==> src/rtl/hb_cfg_pkg.sv <==
package hb_cfg_pkg;

  localparam int ADDR_W   = 8;
  localparam int DATA_W   = 8;
  localparam int NUM_REGS = 1 << ADDR_W;

  localparam logic [ADDR_W-1:0] A_CMD    = 8'h04;
  localparam logic [ADDR_W-1:0] A_STS    = 8'h07;
  localparam logic [ADDR_W-1:0] A_APB_LO = 8'h12;
  localparam logic [ADDR_W-1:0] A_APB_HI = 8'h13;
  localparam logic [ADDR_W-1:0] A_APSIZE = 8'h84;
  localparam logic [ADDR_W-1:0] A_APCTL  = 8'h88;
  localparam logic [ADDR_W-1:0] A_TT0    = 8'h89;
  localparam logic [ADDR_W-1:0] A_TT1    = 8'h8A;
  localparam logic [ADDR_W-1:0] A_TT2    = 8'h8B;

  localparam logic [DATA_W-1:0] STS_CLR_BITS = 8'hB0;

  // Address ranges where stores are discarded
  function automatic logic is_ro(input logic [ADDR_W-1:0] a);
    return (a <= 8'h03) || (a == 8'h06) ||
           (a >= 8'h08 && a <= 8'h0C) || (a == 8'h0E) ||
           (a >= 8'h10 && a <= 8'h11) || (a >= 8'h14 && a <= 8'h4F) ||
           (a >= 8'h7B && a <= 8'h7D) || (a >= 8'h81 && a <= 8'h83) ||
           (a >= 8'h85 && a <= 8'h87) || (a >= 8'h8C && a <= 8'hA7) ||
           (a >= 8'hAA && a <= 8'hAB) || (a >= 8'hAE && a <= 8'hEF) ||
           (a >= 8'hF8 && a <= 8'hFB);
  endfunction

  // Bits that take written data directly
  function automatic logic [DATA_W-1:0] wr_mask(input logic [ADDR_W-1:0] a);
    if (is_ro(a))            return '0;
    else if (a == A_CMD)     return 8'h40;
    else if (a == A_STS)     return '0;
    else if (a == A_APB_LO)  return 8'hF0;
    else if (a == A_TT0)     return 8'hF0;
    else                     return '1;
  endfunction

  function automatic logic [DATA_W-1:0] rst_val(input logic [ADDR_W-1:0] a);
    case (a)
      8'h00:   return 8'h06;
      8'h01:   return 8'h11;
      8'h04:   return 8'h06;
      8'h07:   return 8'h02;
      8'h0B:   return 8'h06;
      8'h34:   return 8'hA0;
      default: return (a >= 8'h5A && a <= 8'h5F) ? 8'h01 : 8'h00;
    endcase
  endfunction

  function automatic logic aper_touch(input logic [ADDR_W-1:0] a);
    return (a == A_APB_LO) || (a == A_APB_HI) || (a == A_APSIZE) ||
           (a == A_APCTL) || (a == A_TT0) || (a == A_TT1) || (a == A_TT2);
  endfunction

  function automatic logic [DATA_W-1:0] align_lo(input logic [DATA_W-1:0] b,
                                                 input logic [DATA_W-1:0] sz);
    return b & {sz[3:0], 4'h0};
  endfunction

  function automatic logic [DATA_W-1:0] align_hi(input logic [DATA_W-1:0] b,
                                                 input logic [DATA_W-1:0] sz);
    return b & {4'hF, sz[7:4]};
  endfunction

  function automatic logic [DATA_W:0] aper_mb(input logic [DATA_W-1:0] sz);
    return {1'b0, ~sz} + {{DATA_W{1'b0}}, 1'b1};
  endfunction

endpackage

==> src/rtl/hb_cfg_wfilter.sv <==
module hb_cfg_wfilter
  import hb_cfg_pkg::*;
(
  input  logic [ADDR_W-1:0] addr,
  input  logic [DATA_W-1:0] old_byte,
  input  logic [DATA_W-1:0] wdata,
  output logic [DATA_W-1:0] new_byte,
  output logic              ro_hit
);
  logic [DATA_W-1:0] m;

  always_comb begin
    m      = wr_mask(addr);
    ro_hit = is_ro(addr);
    if (addr == A_STS)
      new_byte = old_byte & ~(wdata & STS_CLR_BITS);
    else
      new_byte = (old_byte & ~m) | (wdata & m);
  end
endmodule

==> src/rtl/hb_cfg_store.sv <==
module hb_cfg_store
  import hb_cfg_pkg::*;
#(
  parameter int NREGS = NUM_REGS
) (
  input  logic              clk,
  input  logic              rst_n,
  input  logic              wr_fire,
  input  logic [ADDR_W-1:0] addr,
  input  logic [DATA_W-1:0] wdata,
  output logic [DATA_W-1:0] regs_q [NREGS]
);
  logic [DATA_W-1:0] nxt [NREGS];
  logic [DATA_W-1:0] sel_old;
  logic [DATA_W-1:0] filt_byte;
  logic              ro_hit;
  logic              touch;

  assign sel_old = regs_q[addr];
  assign touch   = wr_fire && aper_touch(addr);

  hb_cfg_wfilter u_filt (
    .addr     (addr),
    .old_byte (sel_old),
    .wdata    (wdata),
    .new_byte (filt_byte),
    .ro_hit   (ro_hit)
  );

  always_comb begin
    nxt = regs_q;
    if (wr_fire) nxt[addr] = filt_byte;
    if (touch) begin
      nxt[A_APB_LO] = align_lo(nxt[A_APB_LO], nxt[A_APSIZE]);
      nxt[A_APB_HI] = align_hi(nxt[A_APB_HI], nxt[A_APSIZE]);
    end
  end

  for (genvar i = 0; i < NREGS; i++) begin : g_byte
    localparam logic [ADDR_W-1:0] IDX = ADDR_W'(i);
    always_ff @(posedge clk or negedge rst_n) begin
      if (!rst_n) regs_q[i] <= rst_val(IDX);
      else        regs_q[i] <= nxt[i];
    end
  end

  // Snapshot of the previous access for the checks below
  logic              chk_ro_wr, chk_sts_wr;
  logic [ADDR_W-1:0] chk_addr;
  logic [DATA_W-1:0] chk_old, chk_wdata;

  always_ff @(posedge clk or negedge rst_n) begin
    if (!rst_n) begin
      chk_ro_wr  <= 1'b0;
      chk_sts_wr <= 1'b0;
      chk_addr   <= '0;
      chk_old    <= '0;
      chk_wdata  <= '0;
    end else begin
      chk_ro_wr  <= wr_fire && ro_hit;
      chk_sts_wr <= wr_fire && (addr == A_STS);
      chk_addr   <= addr;
      chk_old    <= sel_old;
      chk_wdata  <= wdata;
    end
  end

  assert_ro_hold_R2: assert property (@(posedge clk) disable iff (!rst_n)
    chk_ro_wr |-> (regs_q[chk_addr] == chk_old));

  assert_sts_w1c_R3: assert property (@(posedge clk) disable iff (!rst_n)
    chk_sts_wr |-> (((regs_q[A_STS] & ~chk_old) == '0) &&
                    (((regs_q[A_STS] ^ chk_old) & ~(chk_wdata & STS_CLR_BITS)) == '0)));

  assert_cmd_fixed_R4: assert property (@(posedge clk) disable iff (!rst_n)
    ((regs_q[A_CMD] & 8'hBF) == 8'h06));
endmodule

==> src/rtl/hb_aper_decode.sv <==
module hb_aper_decode
  import hb_cfg_pkg::*;
(
  input  logic [DATA_W-1:0] b_lo,
  input  logic [DATA_W-1:0] b_hi,
  input  logic [DATA_W-1:0] b_size,
  input  logic              en_bit,
  input  logic [DATA_W-1:0] tt0,
  input  logic [DATA_W-1:0] tt1,
  input  logic [DATA_W-1:0] tt2,
  output logic [31:0]       base,
  output logic [DATA_W:0]   size_mb,
  output logic              en,
  output logic [31:0]       tt_base
);
  assign base    = {b_hi, b_lo, 16'h0000};
  assign size_mb = aper_mb(b_size);
  assign en      = en_bit;
  assign tt_base = {tt2, tt1, tt0, 8'h00};
endmodule

==> src/rtl/hb_cfg_space.sv <==
module hb_cfg_space
  import hb_cfg_pkg::*;
(
  input  logic        clk,
  input  logic        rst_n,
  input  logic [2:0]  cfg_func,
  input  logic [7:0]  cfg_addr,
  input  logic        cfg_wr,
  input  logic [7:0]  cfg_wdata,
  output logic [7:0]  cfg_rdata,
  output logic [31:0] aper_base,
  output logic [8:0]  aper_size_mb,
  output logic        aper_en,
  output logic [31:0] gart_base
);
  logic [DATA_W-1:0] regs_q [NUM_REGS];
  logic              func0;
  logic              wr_fire;

  assign func0   = (cfg_func == 3'd0);
  assign wr_fire = cfg_wr && func0;

  hb_cfg_store #(.NREGS(NUM_REGS)) u_store (
    .clk     (clk),
    .rst_n   (rst_n),
    .wr_fire (wr_fire),
    .addr    (cfg_addr),
    .wdata   (cfg_wdata),
    .regs_q  (regs_q)
  );

  hb_aper_decode u_aper (
    .b_lo    (regs_q[A_APB_LO]),
    .b_hi    (regs_q[A_APB_HI]),
    .b_size  (regs_q[A_APSIZE]),
    .en_bit  (regs_q[A_APCTL][1]),
    .tt0     (regs_q[A_TT0]),
    .tt1     (regs_q[A_TT1]),
    .tt2     (regs_q[A_TT2]),
    .base    (aper_base),
    .size_mb (aper_size_mb),
    .en      (aper_en),
    .tt_base (gart_base)
  );

  assign cfg_rdata = func0 ? regs_q[cfg_addr] : 8'hFF;

  assert_base_aligned_R6: assert property (@(posedge clk) disable iff (!rst_n)
    ((aper_base[23:20] & ~regs_q[A_APSIZE][3:0]) == 4'h0) &&
    ((aper_base[27:24] & ~regs_q[A_APSIZE][7:4]) == 4'h0));

  assert_other_func_R9: assert property (@(posedge clk) disable iff (!rst_n)
    (cfg_func != 3'd0) |-> (cfg_rdata == 8'hFF));
endmodule

==> config.mk <==
export PLATFORM = sky130hd
export DESIGN_NAME = hb_cfg_space
export DESIGN_NICKNAME = d
export VERILOG_FILES = /design/src/rtl/hb_cfg_pkg.sv /design/src/rtl/hb_cfg_wfilter.sv /design/src/rtl/hb_cfg_store.sv /design/src/rtl/hb_aper_decode.sv /design/src/rtl/hb_cfg_space.sv
export SDC_FILE = /design/constraint.sdc
export NUM_CORES = 2
export LEC_CHECK = 0
export BUFFER_PORTS_ARGS = -buffer_cell sky130_fd_sc_hd__buf_2
export CORE_MARGIN = 10
export CORE_UTILIZATION = 41
export CTS_BUF_LIST = sky130_fd_sc_hd__clkbuf_16
export CTS_CLUSTER_SIZE = 16
export DETAILED_ROUTE_END_ITERATION = 8
export GPL_TIMING_DRIVEN = 0
export PLACE_DENSITY_LB_ADDON = 0.15
export SETUP_SLACK_MARGIN = 0.2
export SLEW_MARGIN = 40
export SYNTH_ARGS = -nofsm -noshare
export SYNTH_HDL_FRONTEND = slang
export SYNTH_SLANG_ARGS = --single-unit
==> constraint.sdc <==
create_clock -name clk -period 2.83 [get_ports clk]
set_input_delay 0.1415 -clock clk [delete_from_list [all_inputs] [get_ports clk]]
set_output_delay 0.1415 -clock clk [all_outputs]
set_load 0.03 [all_outputs]
# Yosys cells after proc, flatten, opt, wreduce, memory -nomap -nowiden
# Cells that the tools add are included.
# op_classes
mux	15
bitwise	10
n_addsub	1
n_reduce_logical	32
eq_ne	11
n_lt_le_gt_ge	23
# op_table
operator	n
bitwise mux 2048 bit	1
two-way mux 1904 bit	1
binary-select mux 8 bit (select 8 bit)	1
demux 8 bit (select 8 bit)	1
two-way mux 8 bit	8
>= comparator 8 bit (second input constant)	6
less-or-equal comparator 8 bit (second input constant)	6
AND 8 bit	5
equality test 8 bit (second input constant)	5
equality test 8 x 3 -> 1 bit (second input constant)	3
inverter 8 bit	3
logical OR 1 bit	18
equality test 8 x 5 -> 1 bit (second input constant)	2
>= comparator 8 x 5 -> 1 bit (second input constant)	2
less-or-equal comparator 8 x 7 -> 1 bit (second input constant)	2
two-way mux 16 bit	1
logical AND 1 bit	13
adder 8 x 1 -> 9 bit (second input constant)	1
>= comparator 9 bit (second input constant)	1
< comparator 9 x 1 -> 1 bit (second input constant)	1
inverter 8 -> 9 bit	1
equality test 8 x 4 -> 1 bit (second input constant)	1
>= comparator 8 x 4 -> 1 bit (second input constant)	1
>= comparator 8 x 7 -> 1 bit (second input constant)	1
6 further kinds	7
# word_totals
output_inout_bits	82
elab_cells	348
ff_bits	2048

# Logic depth before layout (Yosys ltp)
# depth
word_depth	22
ltp_mapped	14
depth_no_buf	7

# Modules after synthesis
# From an unflattened synthesis, not the netlist that was laid out.
# hier_totals
cells_unflattened	7579
area_unflattened_um2	109966.7
# modules_own_cells
mod	cells_per_inst	area_per_inst_um2	seq_area_each_um2	instances
hb_cfg_store	5880	92521.2	51270.4	1
hb_cfg_space	1557	16434.5	0.0	1
hb_aper_decode	85	630.6	0.0	1
hb_cfg_wfilter	57	380.4	0.0	1

# Worst setup path after synthesis
# Ideal clock, no wire load.
# synth_path
kind	input port to output port
start	in cfg_addr[2]
end	out cfg_rdata[7]
t_required_ns	2.689
t_arrival_ns	3.004
cell_stages	10
slack_ns	-0.315
cell_sequence	buf_2 > buf_2 > inv_2 > buf_2 > buf_2 > buf_1 > o21ai_0 > a21oi_1 > nor3_1 > o41ai_1
# synth_via
elab_chain_cells	5
# synth_rtl
item	line	source
from (decl)	hb_cfg_space.sv:7	input logic [7:0] cfg_addr,
inverter 8 -> 9 bit (implied by the code)	hb_cfg_space.sv:46	assign cfg_rdata = func0 ? regs_q[cfg_addr] : 8'hFF;
binary-select mux 8 bit (select 8 bit)	hb_cfg_space.sv:46	
two-way mux 8 bit (implied by the code) (2 in a row)	hb_cfg_space.sv:46	
two-way mux 8 bit	hb_cfg_space.sv:46	
to (decl)	hb_cfg_space.sv:10	output logic [7:0] cfg_rdata,
# No other way between the ends. The select of a mux whose other input is x is not followed.

# Worst setup path after layout
# layout_path
start	reg u_store.regs_q[1031] in the netlist's numbering
end	out cfg_rdata[7]
# layout_via
elab_chain_cells	4
# layout_rtl
item	line	source
from (decl)	hb_cfg_store.sv:11	output logic [DATA_W-1:0] regs_q [NREGS]
from (signal, indexed assignment)	hb_cfg_store.sv:42	if (!rst_n) regs_q[i] <= rst_val(IDX);
from (signal, indexed assignment)	hb_cfg_store.sv:43	else regs_q[i] <= nxt[i];
binary-select mux 8 bit (select 8 bit)	hb_cfg_space.sv:46	
two-way mux 8 bit (implied by the code) (2 in a row)	hb_cfg_space.sv:46	
two-way mux 8 bit	hb_cfg_space.sv:46	
# No other way between the ends. The select of a mux whose other input is x is not followed.

==> results.md <==
* Cells after synthesis at 6573
* Filler cell count at 17600
* First-pass GRT wire length at 390000 um
* Number of synthesized flops with an enable pin at 0
* Reg2Reg Launch Point: u_store.regs_q[1901]$_DFF_PN0_
* Main combinational cell family by area after synthesis: multiplexers
* Worst slew margin at 36.4%
* Post-synthesis xor/xnor area fraction at 0.0649%
* Largest register FFs at 2048
* Max Clock Skew at 0.0498 ns
* CTS Sinks at 2048
* Residual DRC at 0
* Placed cells at 9341
* CTS Buf Count at 211
* CTS Root Cell: clkbuf_16
* Internal power at 0.0458 W
* Register bit count reported by yosys at 2048
* Final wirelength at 271000 um
* Die W at 464 um
* Final Slew Violations at 0
* H-tree depth at 4
* Startpoint Class: register
* Top-count cell post-synth: dfrtp_1
* Final cell count without fillers at 9863
* Vias in the first global route at 53000
* Placement Setup Slack at -2.14 ns
* Routability cong. at 0.979
* Slew @ Worst Pin at 0.949 ns
* I/O Pins at 104
* Overall global routing resource usage at 25.1%
* Area contributors post-synth: dfrtp_1, mux4_2, clkbuf_1, mux2i_1, nand2_1
* Clock-pin slew on the worst setup and hold paths at 0.06 ns
* Via density at 5.31
* Max Root-Sink Buffers at 3
* Die area at 0.216 mm^2
* Final setup fails at 8
* Simple-gate area share of the yosys netlist at 5.10%
* Avg WL per Cell at 27.5 um
* Area delta synth->final at 18.4%
* Syn Area/Cell at 12.3 um^2
* Max-Cap Viols at 0
* PortBufs at 75
* P per Cell Area at 635 mW/mm^2
* Area leader, netlist: dfrtp_1
* Setup crit end kind: primary output
* Count of cell types in the netlist at 72
* Highest clock rate at 255 MHz
* Worst-path maximum fanout at 2
* Initial antenna violation count at 17
* Largest net degree at the start of global routing at 113
* Initial Util at 41.1%
* Post-DP Area at 0.0857 mm^2
* Mux contribution to synthesized area at 15.2%
* Tmin final at 3.92 ns
* Worst min-delay path class: in2reg
* Fin crit share at 139%
* Largest Register: u_store.regs_q
* Regs by FF count: u_store.regs_q x2048
* Ratio of cells with drive above 1 in the final layout at 19.3%
* Clock Latency Late Sink at 0.88 ns
* Sequential power share at 48.4%
* IR drop worst, VDD at 0.000593 V
* Combinational share of power at 6.9%
* Post-Synth Adder-Cell Area at 0.0155%
* Dpl hpwl at 192000 um
* Failing checks: setup timing
* Final WS setup at -1.09 ns
* Iter 0 DRT Violations at 5165
* Leakage at 44.2 nW
* Post-synthesis async set-or-reset flop share at 100%
* CTS tree: done
* Unrepaired setup endpoints after global routing: yes
* Top FF cell, synth: dfrtp_1
* CP Launch Point: u_store.regs_q[1031]$_DFFE_PN0P_
* Worst hold start: cfg_addr[6]
* Layout Nets at 7044
* Final instance area at 0.0959 mm^2
* Core area at 0.197 mm^2
* Sw frac at 24.7%
* Commonest cells in the netlist: dfrtp_1, clkbuf_1, nand2_1
* Pre-Repair DR Iteration Count at 8
* Vias post-DR at 52400
* Yosys warns at 0
* Rows at 163
* Final Hold Vio Count at 0
* Post-synth top area share at 62.8%
* Status: complete, but fails checks
* CP arrival at 3.78 ns
* Switch Pwr at 0.0151 W
* Synth Area in Compound Gates at 6.54%
* Mapped Area at 0.0810 mm^2
* DIE HEIGHT at 464 um
* Gr ovfl total at 0
* CP Class: reg2out
* WP data required at 2.69 ns
* Part of the Yosys area used for sequential elements at 63.3%
* Clock Power Share at 44.8%
* Antenna Violating Nets Remaining at 0
final timing paths:
check | end | slack (ns) | cells past startpoint
min in group asynchronous | u_store.regs_q[1693]$_DFFE_PN0P_ | 0.24 | 6
hold reg to reg | u_store.regs_q[1954]$_DFFE_PN1P_ | 0.44 | 1
max in group asynchronous | u_store.regs_q[989]$_DFF_PN0_ | 0.02 | 12
setup / recovery | cfg_rdata[7] | -1.09 | 7
hold / removal | u_store.regs_q[1089]$_DFFE_PN0P_ | 0.14 | 5
setup reg to reg | u_store.regs_q[1989]$_DFFE_PN0P_ | 0.11 | 7
layout by cell type, fill, tap and decap left out, drive strengths merged, types with 11 or more instances in the layout:
master and instances:
a31oi 13, dfrtp 2031, nand4 25, o211ai 17
buf 440, or4 11, dlygate4sd3 11, nor2 52
mux2 21, o22ai 26, nand2 751, a22oi 118
mux4 398, bufinv 17, a21oi 59, conb 24
clkbuf 1840, nor3 36, clkinv 102, diode 20
inv 70, nand2b 11, dfstp 17, mux2i 314
nor2b 11, and2 11, nand3 46, o21ai 606
critical path, cell delays in order, from the launching register on:
cell      delay [ns]
dfrtp_1         0.38
mux4_2          0.52
mux4_2          0.60
o21ai_4         0.19
nand4_1         0.34
a311oi_4        0.46
o41ai_4         0.18
buf_4           0.21
repair_timing:
item	4_1_cts	5_1_grt
setup endpoints to repair	756	834
gates resized for setup	405	150
cloned	5	1
buffers inserted	27	59
pin swaps	34	23
hold buffers	16	1
endpoints found under the hold margin	320	234
power by group through the flow:
stage                     Sequential [W]  Combinational (W)  Clock, W
final                             0.0295            0.00417    0.0272
after global routing              0.0294            0.00432    0.0290
after CTS                         0.0295            0.00402    0.0277
after detailed placement          0.0300            0.00364         0
after global placement            0.0301            0.00336         0
after floorplan                   0.0300            0.00144         0
cell type report:
| cell class | count | area [um^2] | area share, % |
|---|---|---|---|
| Tap cell | 2640 | 3300 | 3.45 |
| Buffer | 1870 | 9220 | 9.62 |
| Antenna cell | 20 | 50.0 | 0.0522 |
| Clock buffer | 213 | 5330 | 5.56 |
| Sequential cell | 2048 | 51300 | 53.5 |
| Inverter | 12 | 50.0 | 0.0522 |
| Multi-Input combinational cell | 2665 | 22900 | 23.9 |
| Clock inverter | 182 | 1400 | 1.46 |
| Timing Repair Buffer | 213 | 2310 | 2.41 |
routing by layer:
layer / global-route usage (%) / wire length (um)
met3: 6.01 / 22700
met5: 0 / 24
met4: 12.0 / 14300
met1: 34.6 / 115000
met2: 37.5 / 120000
through the flow:
| stage | setup TNS (ns) | total power, W | hold WS (ns) | utilization, % |
|---|---|---|---|---|
| after floorplan | 0 | 0.0314 | -0.154 | - |
| after global placement | - | 0.0334 | 0.428 | 43.1 |
| after detailed placement | -899.58 | 0.0336 | 0.132 | 43.5 |
| after CTS | -12.42 | 0.0612 | 0.0849 | 48.2 |
| after global routing | -21.35 | 0.0628 | 0.141 | 48.7 |
| final | -6.20 | 0.0609 | 0.138 | 48.7 |
cells by family (layout without fill, tap and decap cells):
family | Yosys count | count (layout)
simple gates | 983 | 983
mux | 733 | 733
flops | 2048 | 2048
other cells | 1 | 44
xor+xnor | 6 | 6
fa+ha+maj | 1 | 1
compound gates | 918 | 918
buf+inv | 1883 | 2490
Note: power is estimated with default switching activity, not from simulation.
